==> src/rtl/cst_pkg.sv <==
package cst_pkg;
    localparam int MAX_PERIOD = 8;
    localparam int PHASE_W    = $clog2(MAX_PERIOD);
    localparam int CHAN_W     = 2;
    localparam int PER_STD    = 6;
    localparam int PER_FAST   = 3;
    localparam int PER_MAX    = 2;
    localparam int PER_SLOW   = 8;
    localparam int RS_EARLY   = 2;

    typedef enum logic [2:0] {
        MODE_COLOUR      = 3'd0,
        MODE_MONO        = 3'd1,
        MODE_FAST_MONO   = 3'd2,
        MODE_MAX_MONO    = 3'd3,
        MODE_SLOW_COLOUR = 3'd4,
        MODE_SLOW_MONO   = 3'd5
    } mode_e;

    typedef enum logic {
        ST_IDLE = 1'b0,
        ST_RUN  = 1'b1
    } state_e;
endpackage

==> src/rtl/cst_mode_decode.sv <==
module cst_mode_decode
    import cst_pkg::*;
#(
    parameter int PW = cst_pkg::PHASE_W
) (
    input  logic [2:0]    cfg_mode,
    input  logic          cfg_cds,
    input  logic [1:0]    cfg_rst_adj,
    output logic [PW-1:0] last_phase,
    output logic [PW-1:0] rs_phase,
    output logic          colour,
    output logic          fast3
);
    logic cds_ok;

    always_comb begin
        last_phase = PW'(PER_STD - 1);
        colour     = 1'b1;
        fast3      = 1'b0;
        cds_ok     = 1'b1;
        unique case (mode_e'(cfg_mode))
            MODE_COLOUR: begin
                last_phase = PW'(PER_STD - 1);
            end
            MODE_MONO: begin
                last_phase = PW'(PER_STD - 1);
                colour     = 1'b0;
            end
            MODE_FAST_MONO: begin
                last_phase = PW'(PER_FAST - 1);
                colour     = 1'b0;
                fast3      = 1'b1;
            end
            MODE_MAX_MONO: begin
                last_phase = PW'(PER_MAX - 1);
                colour     = 1'b0;
                cds_ok     = 1'b0;
            end
            MODE_SLOW_COLOUR: begin
                last_phase = PW'(PER_SLOW - 1);
            end
            MODE_SLOW_MONO: begin
                last_phase = PW'(PER_SLOW - 1);
                colour     = 1'b0;
            end
            default: begin
                last_phase = PW'(PER_STD - 1);
            end
        endcase
    end

    always_comb begin
        if (!(cfg_cds && cds_ok))
            rs_phase = '0;
        else if (fast3)
            rs_phase = PW'(RS_EARLY);
        else
            rs_phase = PW'(RS_EARLY) + PW'(cfg_rst_adj);
    end
endmodule

==> src/rtl/cst_phase_fsm.sv <==
module cst_phase_fsm
    import cst_pkg::*;
#(
    parameter int PW = cst_pkg::PHASE_W
) (
    input  logic          clk,
    input  logic          rst_n,
    input  logic          sync_in,
    input  logic          clamp_req,
    input  logic [PW-1:0] last_phase,
    output logic          run,
    output logic [PW-1:0] phase,
    output logic          clamp_pend
);
    state_e        state_q, state_d;
    logic [PW-1:0] phase_q, phase_d;
    logic          pend_q;

    always_ff @(posedge clk or negedge rst_n) begin
        if (!rst_n) begin
            state_q <= ST_IDLE;
            phase_q <= '0;
            pend_q  <= 1'b0;
        end else begin
            state_q <= state_d;
            phase_q <= phase_d;
            if (sync_in)
                pend_q <= clamp_req;
        end
    end

    always_comb begin
        state_d = state_q;
        phase_d = phase_q;
        unique case (state_q)
            ST_IDLE: begin
                if (sync_in) begin
                    state_d = ST_RUN;
                    phase_d = '0;
                end
            end
            ST_RUN: begin
                if (sync_in) begin
                    phase_d = '0;
                end else if (phase_q >= last_phase) begin
                    state_d = ST_IDLE;
                    phase_d = '0;
                end else begin
                    phase_d = phase_q + PW'(1);
                end
            end
            default: begin
                state_d = ST_IDLE;
                phase_d = '0;
            end
        endcase
    end

    assign run        = (state_q == ST_RUN);
    assign phase      = phase_q;
    assign clamp_pend = pend_q;

    a_r2_sync_restart: assert property (@(posedge clk) disable iff (!rst_n)
        sync_in |=> (run && phase == '0));

    a_r10_advance: assert property (@(posedge clk) disable iff (!rst_n)
        (run && !sync_in && phase < last_phase) |=> (run && phase == $past(phase) + PW'(1)));
endmodule

==> src/rtl/cst_strobe_gen.sv <==
module cst_strobe_gen
    import cst_pkg::*;
#(
    parameter int PW = cst_pkg::PHASE_W
) (
    input  logic              clk,
    input  logic              rst_n,
    input  logic              run,
    input  logic [PW-1:0]     phase,
    input  logic [PW-1:0]     rs_phase,
    input  logic              colour,
    input  logic              fast3,
    input  logic              clamp_pend,
    input  logic [CHAN_W-1:0] mono_chan,
    output logic              rs_stb,
    output logic              vs_stb,
    output logic              cl_stb,
    output logic              adc_en,
    output logic [CHAN_W-1:0] adc_chan,
    output logic              slot_valid
);
    localparam int SLOT_W = PW - 1;
    localparam logic [SLOT_W-1:0] SLOT_SPARE = SLOT_W'(3);

    logic [SLOT_W-1:0] slot;

    assign slot = phase[PW-1:1];

    always_comb begin
        vs_stb     = run && (phase == '0);
        rs_stb     = run && (phase == rs_phase);
        cl_stb     = rs_stb && clamp_pend;
        adc_en     = run && (fast3 ? (phase == '0) : !phase[0]);
        adc_chan   = '0;
        slot_valid = 1'b0;
        if (run) begin
            if (colour) begin
                adc_chan   = (slot == SLOT_SPARE) ? '0 : CHAN_W'(slot);
                slot_valid = adc_en && (slot != SLOT_SPARE);
            end else begin
                adc_chan   = (mono_chan == '1) ? '0 : mono_chan;
                slot_valid = adc_en && (slot == '0);
            end
        end
    end

    a_r1_idle_quiet: assert property (@(posedge clk) disable iff (!rst_n)
        !run |-> !(rs_stb || vs_stb || cl_stb || adc_en || slot_valid));

    a_r6_clamp_locked: assert property (@(posedge clk) disable iff (!rst_n)
        cl_stb |-> rs_stb);

    a_r4_single_ended: assert property (@(posedge clk) disable iff (!rst_n)
        (rs_stb && rs_phase == '0) |-> vs_stb);

    a_r9_valid_needs_adc: assert property (@(posedge clk) disable iff (!rst_n)
        slot_valid |-> adc_en);
endmodule

==> src/rtl/ccd_sample_timer.sv <==
module ccd_sample_timer
    import cst_pkg::*;
(
    input  logic       clk,
    input  logic       rst_n,
    input  logic       sync_in,
    input  logic       clamp_req,
    input  logic [2:0] cfg_mode,
    input  logic       cfg_cds,
    input  logic [1:0] cfg_rst_adj,
    input  logic [1:0] cfg_mono_chan,
    output logic       rs_stb,
    output logic       vs_stb,
    output logic       cl_stb,
    output logic       adc_en,
    output logic [1:0] adc_chan,
    output logic       slot_valid
);
    localparam int PW = cst_pkg::PHASE_W;

    logic [PW-1:0] last_phase;
    logic [PW-1:0] rs_phase;
    logic [PW-1:0] phase;
    logic          colour;
    logic          fast3;
    logic          run;
    logic          clamp_pend;

    cst_mode_decode #(.PW(PW)) u_decode (
        .cfg_mode    (cfg_mode),
        .cfg_cds     (cfg_cds),
        .cfg_rst_adj (cfg_rst_adj),
        .last_phase  (last_phase),
        .rs_phase    (rs_phase),
        .colour      (colour),
        .fast3       (fast3)
    );

    cst_phase_fsm #(.PW(PW)) u_fsm (
        .clk        (clk),
        .rst_n      (rst_n),
        .sync_in    (sync_in),
        .clamp_req  (clamp_req),
        .last_phase (last_phase),
        .run        (run),
        .phase      (phase),
        .clamp_pend (clamp_pend)
    );

    cst_strobe_gen #(.PW(PW)) u_strobe (
        .clk        (clk),
        .rst_n      (rst_n),
        .run        (run),
        .phase      (phase),
        .rs_phase   (rs_phase),
        .colour     (colour),
        .fast3      (fast3),
        .clamp_pend (clamp_pend),
        .mono_chan  (cfg_mono_chan),
        .rs_stb     (rs_stb),
        .vs_stb     (vs_stb),
        .cl_stb     (cl_stb),
        .adc_en     (adc_en),
        .adc_chan   (adc_chan),
        .slot_valid (slot_valid)
    );

    a_r7_adc_gap: assert property (@(posedge clk) disable iff (!rst_n)
        (adc_en && !sync_in) |=> !adc_en);
endmodule

==> config.mk <==
export PLATFORM = sky130hd
export DESIGN_NAME = ccd_sample_timer
export DESIGN_NICKNAME = d
export VERILOG_FILES = /design/src/rtl/cst_pkg.sv /design/src/rtl/cst_mode_decode.sv /design/src/rtl/cst_phase_fsm.sv /design/src/rtl/cst_strobe_gen.sv /design/src/rtl/ccd_sample_timer.sv
export SDC_FILE = /design/constraint.sdc
export NUM_CORES = 1
export LEC_CHECK = 0
export ABC_CLOCK_PERIOD_IN_PS = 2100
export BUFFER_PORTS_ARGS = -buffer_cell sky130_fd_sc_hd__buf_2
export CAP_MARGIN = 20
export CORE_AREA = 2 2 39 41
export DETAILED_ROUTE_END_ITERATION = 10
export DIE_AREA = 0 0 41 43
export GPL_TIMING_DRIVEN = 0
export PLACE_DENSITY = 0.68
export SYNTH_ARGS = -nofsm -noshare
export SYNTH_HDL_FRONTEND = slang
export SYNTH_SLANG_ARGS = --single-unit
==> constraint.sdc <==
create_clock -name clk -period 2.1 [get_ports clk]
set_input_delay 0.105 -clock clk [delete_from_list [all_inputs] [get_ports clk]]
set_output_delay 0.105 -clock clk [all_outputs]
set_load 0.005 [all_outputs]
Word-level counts from Yosys, hierarchy flattened:

Index checks and enable logic that the tools add are counted.

* equality and inequality tests: 10
* bitwise logic cells: 1
* mux-type cells: 20
* $lt $le $gt $ge: 1
* reduce and logical (&&, ||, !) cells: 12
* $add $sub $neg: 2

Operators with widths (number)
* $mux W3: 5
* $pmux W3 S3: 1
* $mux W1: 8
* $mux W2: 4
* $logic_and A1 B1 Y1: 7
* $eq A3 B2 Y1 const B: 2
* $eq A3 B3 Y1 const B: 2
* $pmux W3 S2: 1
* $eq A2 B2 Y1 const B: 2
* $ne A2 B2 Y1 const B: 2
* $reduce_or A4 Y1: 1
* $add A2 B2 Y3 const A: 1
* $add A3 B1 Y3 const B: 1
* $eq A3 B1 Y1 const B: 1
* $eq A3 B3 Y1: 1
* $ge A3 B3 Y1: 1
* $logic_not A3 Y1: 1
* $logic_not A2 Y1: 1
* $pmux W1 S2: 1
* $reduce_or A2 Y1: 1
* $logic_not A1 Y1: 1
* $not A1 Y1: 1

* word-level logic and storage cells: 49
* output and inout port bits: 7
* register bits: 5
* bits of input ports: 12

Logic depth before layout (Yosys ltp):

* word-level depth: 7
* gate-level depth with buffers: 8
* depth with buffers taken out: 8

Modules after synthesis:

Synthesis repeated with hierarchy kept, for this count alone.

* cells, all modules: 64
* area, all modules: 554.3 µm²

By module, submodules not included
* cst_phase_fsm: cells an instance 28, times used 1, area an instance 312.8 µm²
* cst_strobe_gen: cells an instance 20, times used 1, area an instance 132.6 µm²
* cst_mode_decode: cells an instance 16, times used 1, area an instance 108.9 µm²

Least setup slack after synthesis:

No wires, ideal clock.

* kind: input to register
* start: in cfg_mode[1]
* end: reg u_fsm.phase_q[1], in the netlist u_fsm.phase[1]
* stages: 8
* path slack: 0.581 ns
* path buffers: 0
* required time: 1.979 ns
* data arrival time: 1.398 ns
* cells stage by stage: inv_1 > ha_1 > o21bai_1 > ha_1 > nand2_1 > o2111ai_1 > nor2_1 > a22o_1

* cells in the longest elaborated chain, start to end: 7

Ends and longest elaborated chain
* start: declaration: RTL line ccd_sample_timer.sv:8 `input logic [2:0] cfg_mode,`
* $eq A3 B3 Y1: RTL line cst_mode_decode.sv:21 `unique case (mode_e'(cfg_mode))`
* $reduce_or A2 Y1 (no line)
* $pmux W3 S3 (*): RTL line cst_mode_decode.sv:21
* $ge A3 B3 Y1 (*): RTL line cst_phase_fsm.sv:45 `end else if (phase_q >= last_phase) begin`
* $mux W3 (*): RTL line cst_phase_fsm.sv:45
* $mux W3 (*): RTL line cst_phase_fsm.sv:43 `if (sync_in) begin`
* $pmux W3 S2 (*): RTL line cst_phase_fsm.sv:35 `unique case (state_q)`
* end signal: assignment: RTL line cst_phase_fsm.sv:26 `phase_q <= phase_d;`
* end: declaration: RTL line cst_phase_fsm.sv:16 `logic [PW-1:0] phase_q, phase_d;`

Mark *: on every way between the ends. The rest lies on a longest branch, timed or not.
A chain may end at the register's enable or synchronous reset.

Final worst setup path:

* start: reg u_fsm.phase_q[1], in the netlist u_fsm.phase[1]
* end: out slot_valid

* cells in the longest elaborated chain, start to end: 6

Ends and longest elaborated chain
* $logic_not A3 Y1: RTL line cst_strobe_gen.sv:33 `adc_en = run && (fast3 ? (phase == '0) : !phase[0]);`
* $mux W1: RTL line cst_strobe_gen.sv:33
* $logic_and A1 B1 Y1: RTL line cst_strobe_gen.sv:33
* $logic_and A1 B1 Y1, on equally long branches: RTL line cst_strobe_gen.sv:39, cst_strobe_gen.sv:42
* $mux W1 (*): RTL line cst_strobe_gen.sv:37 `if (colour) begin`
* $mux W1 (*): RTL line cst_strobe_gen.sv:36 `if (run) begin`
* end: declaration: RTL line ccd_sample_timer.sv:17 `output logic slot_valid`

Marked as above.

==> qor.yml <==
dr.pass1.iters: 4
core-area_um2: 1380
dr_wl_met3_um: 53
wl_met2_um: 521
rsz0062_at_grt: "no"
status: "completed"
relSlewSlack: 0.737
worstPathRequired_ns: 2.00
syn_to_final_growth_pct: 26.5
die_w_um: 41
io_pins: 19
rows: 14
fmax_mhz: 533
ant_nets: 0
yosys.area.top_type: "dfrtp_1"
tightest_slew_ns: 0.393
synth_cell_types: 32
num_vias: 521
grt_pass1_vias: 483
whs_endpoint: "u_fsm.clamp_pend$_DFFE_PN0P_"
die_area_um2: 1760
dr.first_iter.drc_count: 3
worstPathArrival_ns: 1.77
synthDominantCellAreaShare: 0.227
min_path_type: "in2reg"
wire_per_inst_um: 10.7
clk_transition_reported_paths_ns: 0.04
gp_congestion: 0.706
drive_gt1_frac: 0.299
drc: 0
min_period_over_period: 0.894
clockBufferDepth: 2
clk_latency_ns: 0.24
worstPathMaxFanout: 9
hold_viol: 0
cap_violations: 0
cts_tree: "yes"
critical_path.startpoint_type: "flip-flop"
synth_nets: 83
numCtsBuffers: 3
maxUsedRoutingLayer: "met3"
finalMaxSlewViolations: 0
grtUsageTotal: 0.158
synth_edf_count: 0
cts_root_buf: "clkbuf_4"
crit_type: "reg2out"
synth.area.top_cells: "dfrtp_1 (23%), ha_1 (16%), inv_1 (4.8%)"
syn_area_per_cell_um2: 8.62
dieHeight_um: 43
portBuffers: 18
synth_common_cells: "ha_1 (7), inv_1 (7), dfrtp_1 (5), nand2_1 (5)"
synthCells: 64
ys_seq_area_frac: 0.227
async_reset_ff_frac: 1.00
synth_flop_cell: "dfrtp_1"
setup.worst_path.end_class: "output pin"
grt-ovfl-total: 0
leakage_nw: 0.362
h-tree-depth: 1
antenna_cells: 0
skew_ns: 0.00239
whs_ns: 0.0996
synth_area_um2: 552
fin_setup_tns_ns: 0
fillCellCount: 151
ctsResizeCount: 0
grt_max_degree: 10
reg2reg_slack_ns: 0.48
powerDensity_nw_per_um2: 951
wl_um: 1100
antenna_found_initial: 0
start_util: 0.399
final-setup-viol-count: 0
r2r_cells: 6
viasPerCell: 5.06
ys.warnings.count: 0
r2r-start: "u_fsm.phase[0]$_DFFE_PN0P_"
wirelength_met1_um: 523
period_needed_ns: 1.88
synth-seq-cells: 5
hold_depth: 2
grt_pass1_wl_um: 1930
nets: 107
cts.sinks: 5
dp_hpwl_um: 884
hp-start: "clamp_req"
cp-startpoint: "u_fsm.phase[1]$_DFFE_PN0P_"
irDropWorstVdd_mv: 0.406
worst_r2r_endpoint: "u_fsm.phase[1]$_DFFE_PN0P_"
-- layout by cell type (no fill, tap or decap) --
master	synthesis	final
mux2_2	1	1
o21ai_0	1	1
clkbuf_4	0	3
o311a_2	1	1
inv_1	7	7
and3b_1	2	2
xnor2_1	1	1
o32a_1	1	1
nor4b_2	1	1
nand2_1	5	5
nor3b_1	2	2
nand2b_1	3	3
nor2b_1	3	3
mux2i_1	1	1
xor2_1	1	1
buf_6	1	1
a22o_1	2	2
a21oi_1	1	1
nand3_1	2	2
nor3_1	2	2
maj3_1	1	1
a32oi_1	1	1
dlygate4sd3_1	0	1
ha_1	7	7
and2_1	1	1
nor2_1	2	2
buf_2	0	18
clkbuf_1	2	3
o2111ai_1	1	1
dfrtp_1	5	5
o21ai_1	1	1
o21bai_1	1	1
o31ai_1	1	1
nand2_2	1	1
o21a_1	2	2
-- how the worst max path moves through the flow --
stage | slack, ns | end
floorplan | 0.58 | u_fsm.phase[1]$_DFFE_PN0P_
global placement | 0.32 | u_fsm.phase[1]$_DFFE_PN0P_
detailed placement | 0.29 | u_fsm.phase[1]$_DFFE_PN0P_
CTS | 0.20 | slot_valid
global route | 0.12 | slot_valid
finish | 0.22 | slot_valid
-- sequential cells by signal, indices dropped and copies added (netlist names) --
name and flops:
u_fsm.clamp_pend 1, u_fsm.run 1, u_fsm.phase 3
-- kinds of logic after synthesis --
family	count (synthesis)	synth area share
buf+inv	10	0.0816
simple gates	24	0.261
fa+ha+maj	8	0.177
mux	2	0.0385
xor+xnor	2	0.0318
compound gates	13	0.184
flops	5	0.227
-- where the power goes --
group          switching [mW]  internal (mW)  total [mW]
Sequential             0.0454          0.125       0.171
Clock                  0.0372         0.0717       0.109
Combinational           0.184          0.200       0.384
Total                   0.267          0.397       0.664
-- what timing repair did --
item / in CTS / in global routing
endpoints found under the hold margin: 5 / 0
setup buffers: 0 / 0
hold buffers: 1 / 0
-- critical path, cell delays in order (launching register included) --
cell	delay, ns
dfrtp_1	0.51
inv_1	0.11
ha_1	0.19
nor2b_1	0.13
o311a_2	0.35
nor2b_1	0.13
buf_2	0.12
-- area by class of cell --
| class | count | area (um^2) | share of cell area |
|---|---|---|---|
| inverters | 7 | 26.3 | 0.0376 |
| flip-flops and latches | 5 | 125 | 0.179 |
| plain buffers | 3 | 18.8 | 0.0269 |
| multi-input cells | 49 | 382 | 0.547 |
| clock buffers | 4 | 26.3 | 0.0376 |
| well taps | 16 | 20.0 | 0.0287 |
| repair buffers | 19 | 100 | 0.143 |
-- through the flow --
step / instances / area (um^2) / util / setup WS, ns / total power [mW]
5_1_grt: 103 / 698 / 0.505 / 0.123 / 0.750
3_5_place_dp: 98 / 662 / 0.478 / 0.292 / 0.560
2_1_floorplan: 64 / 552 / - / 0.581 / 0.422
3_3_place_gp: 98 / 662 / 0.478 / 0.315 / 0.551
4_1_cts: 103 / 698 / 0.505 / 0.205 / 0.675
6_report: 103 / 698 / 0.505 / 0.222 / 0.664
-- metal layers --
| layer | up-vias | GRT usage |
|---|---|---|
| li1 | 271 | - |
| met2 | 13 | 0.231 |
| met5 | - | 0 |
| met3 | 0 | 0.0471 |
| met4 | 0 | 0.0600 |
| met1 | 237 | 0.210 |
Power figures use the tool's default switching activity.
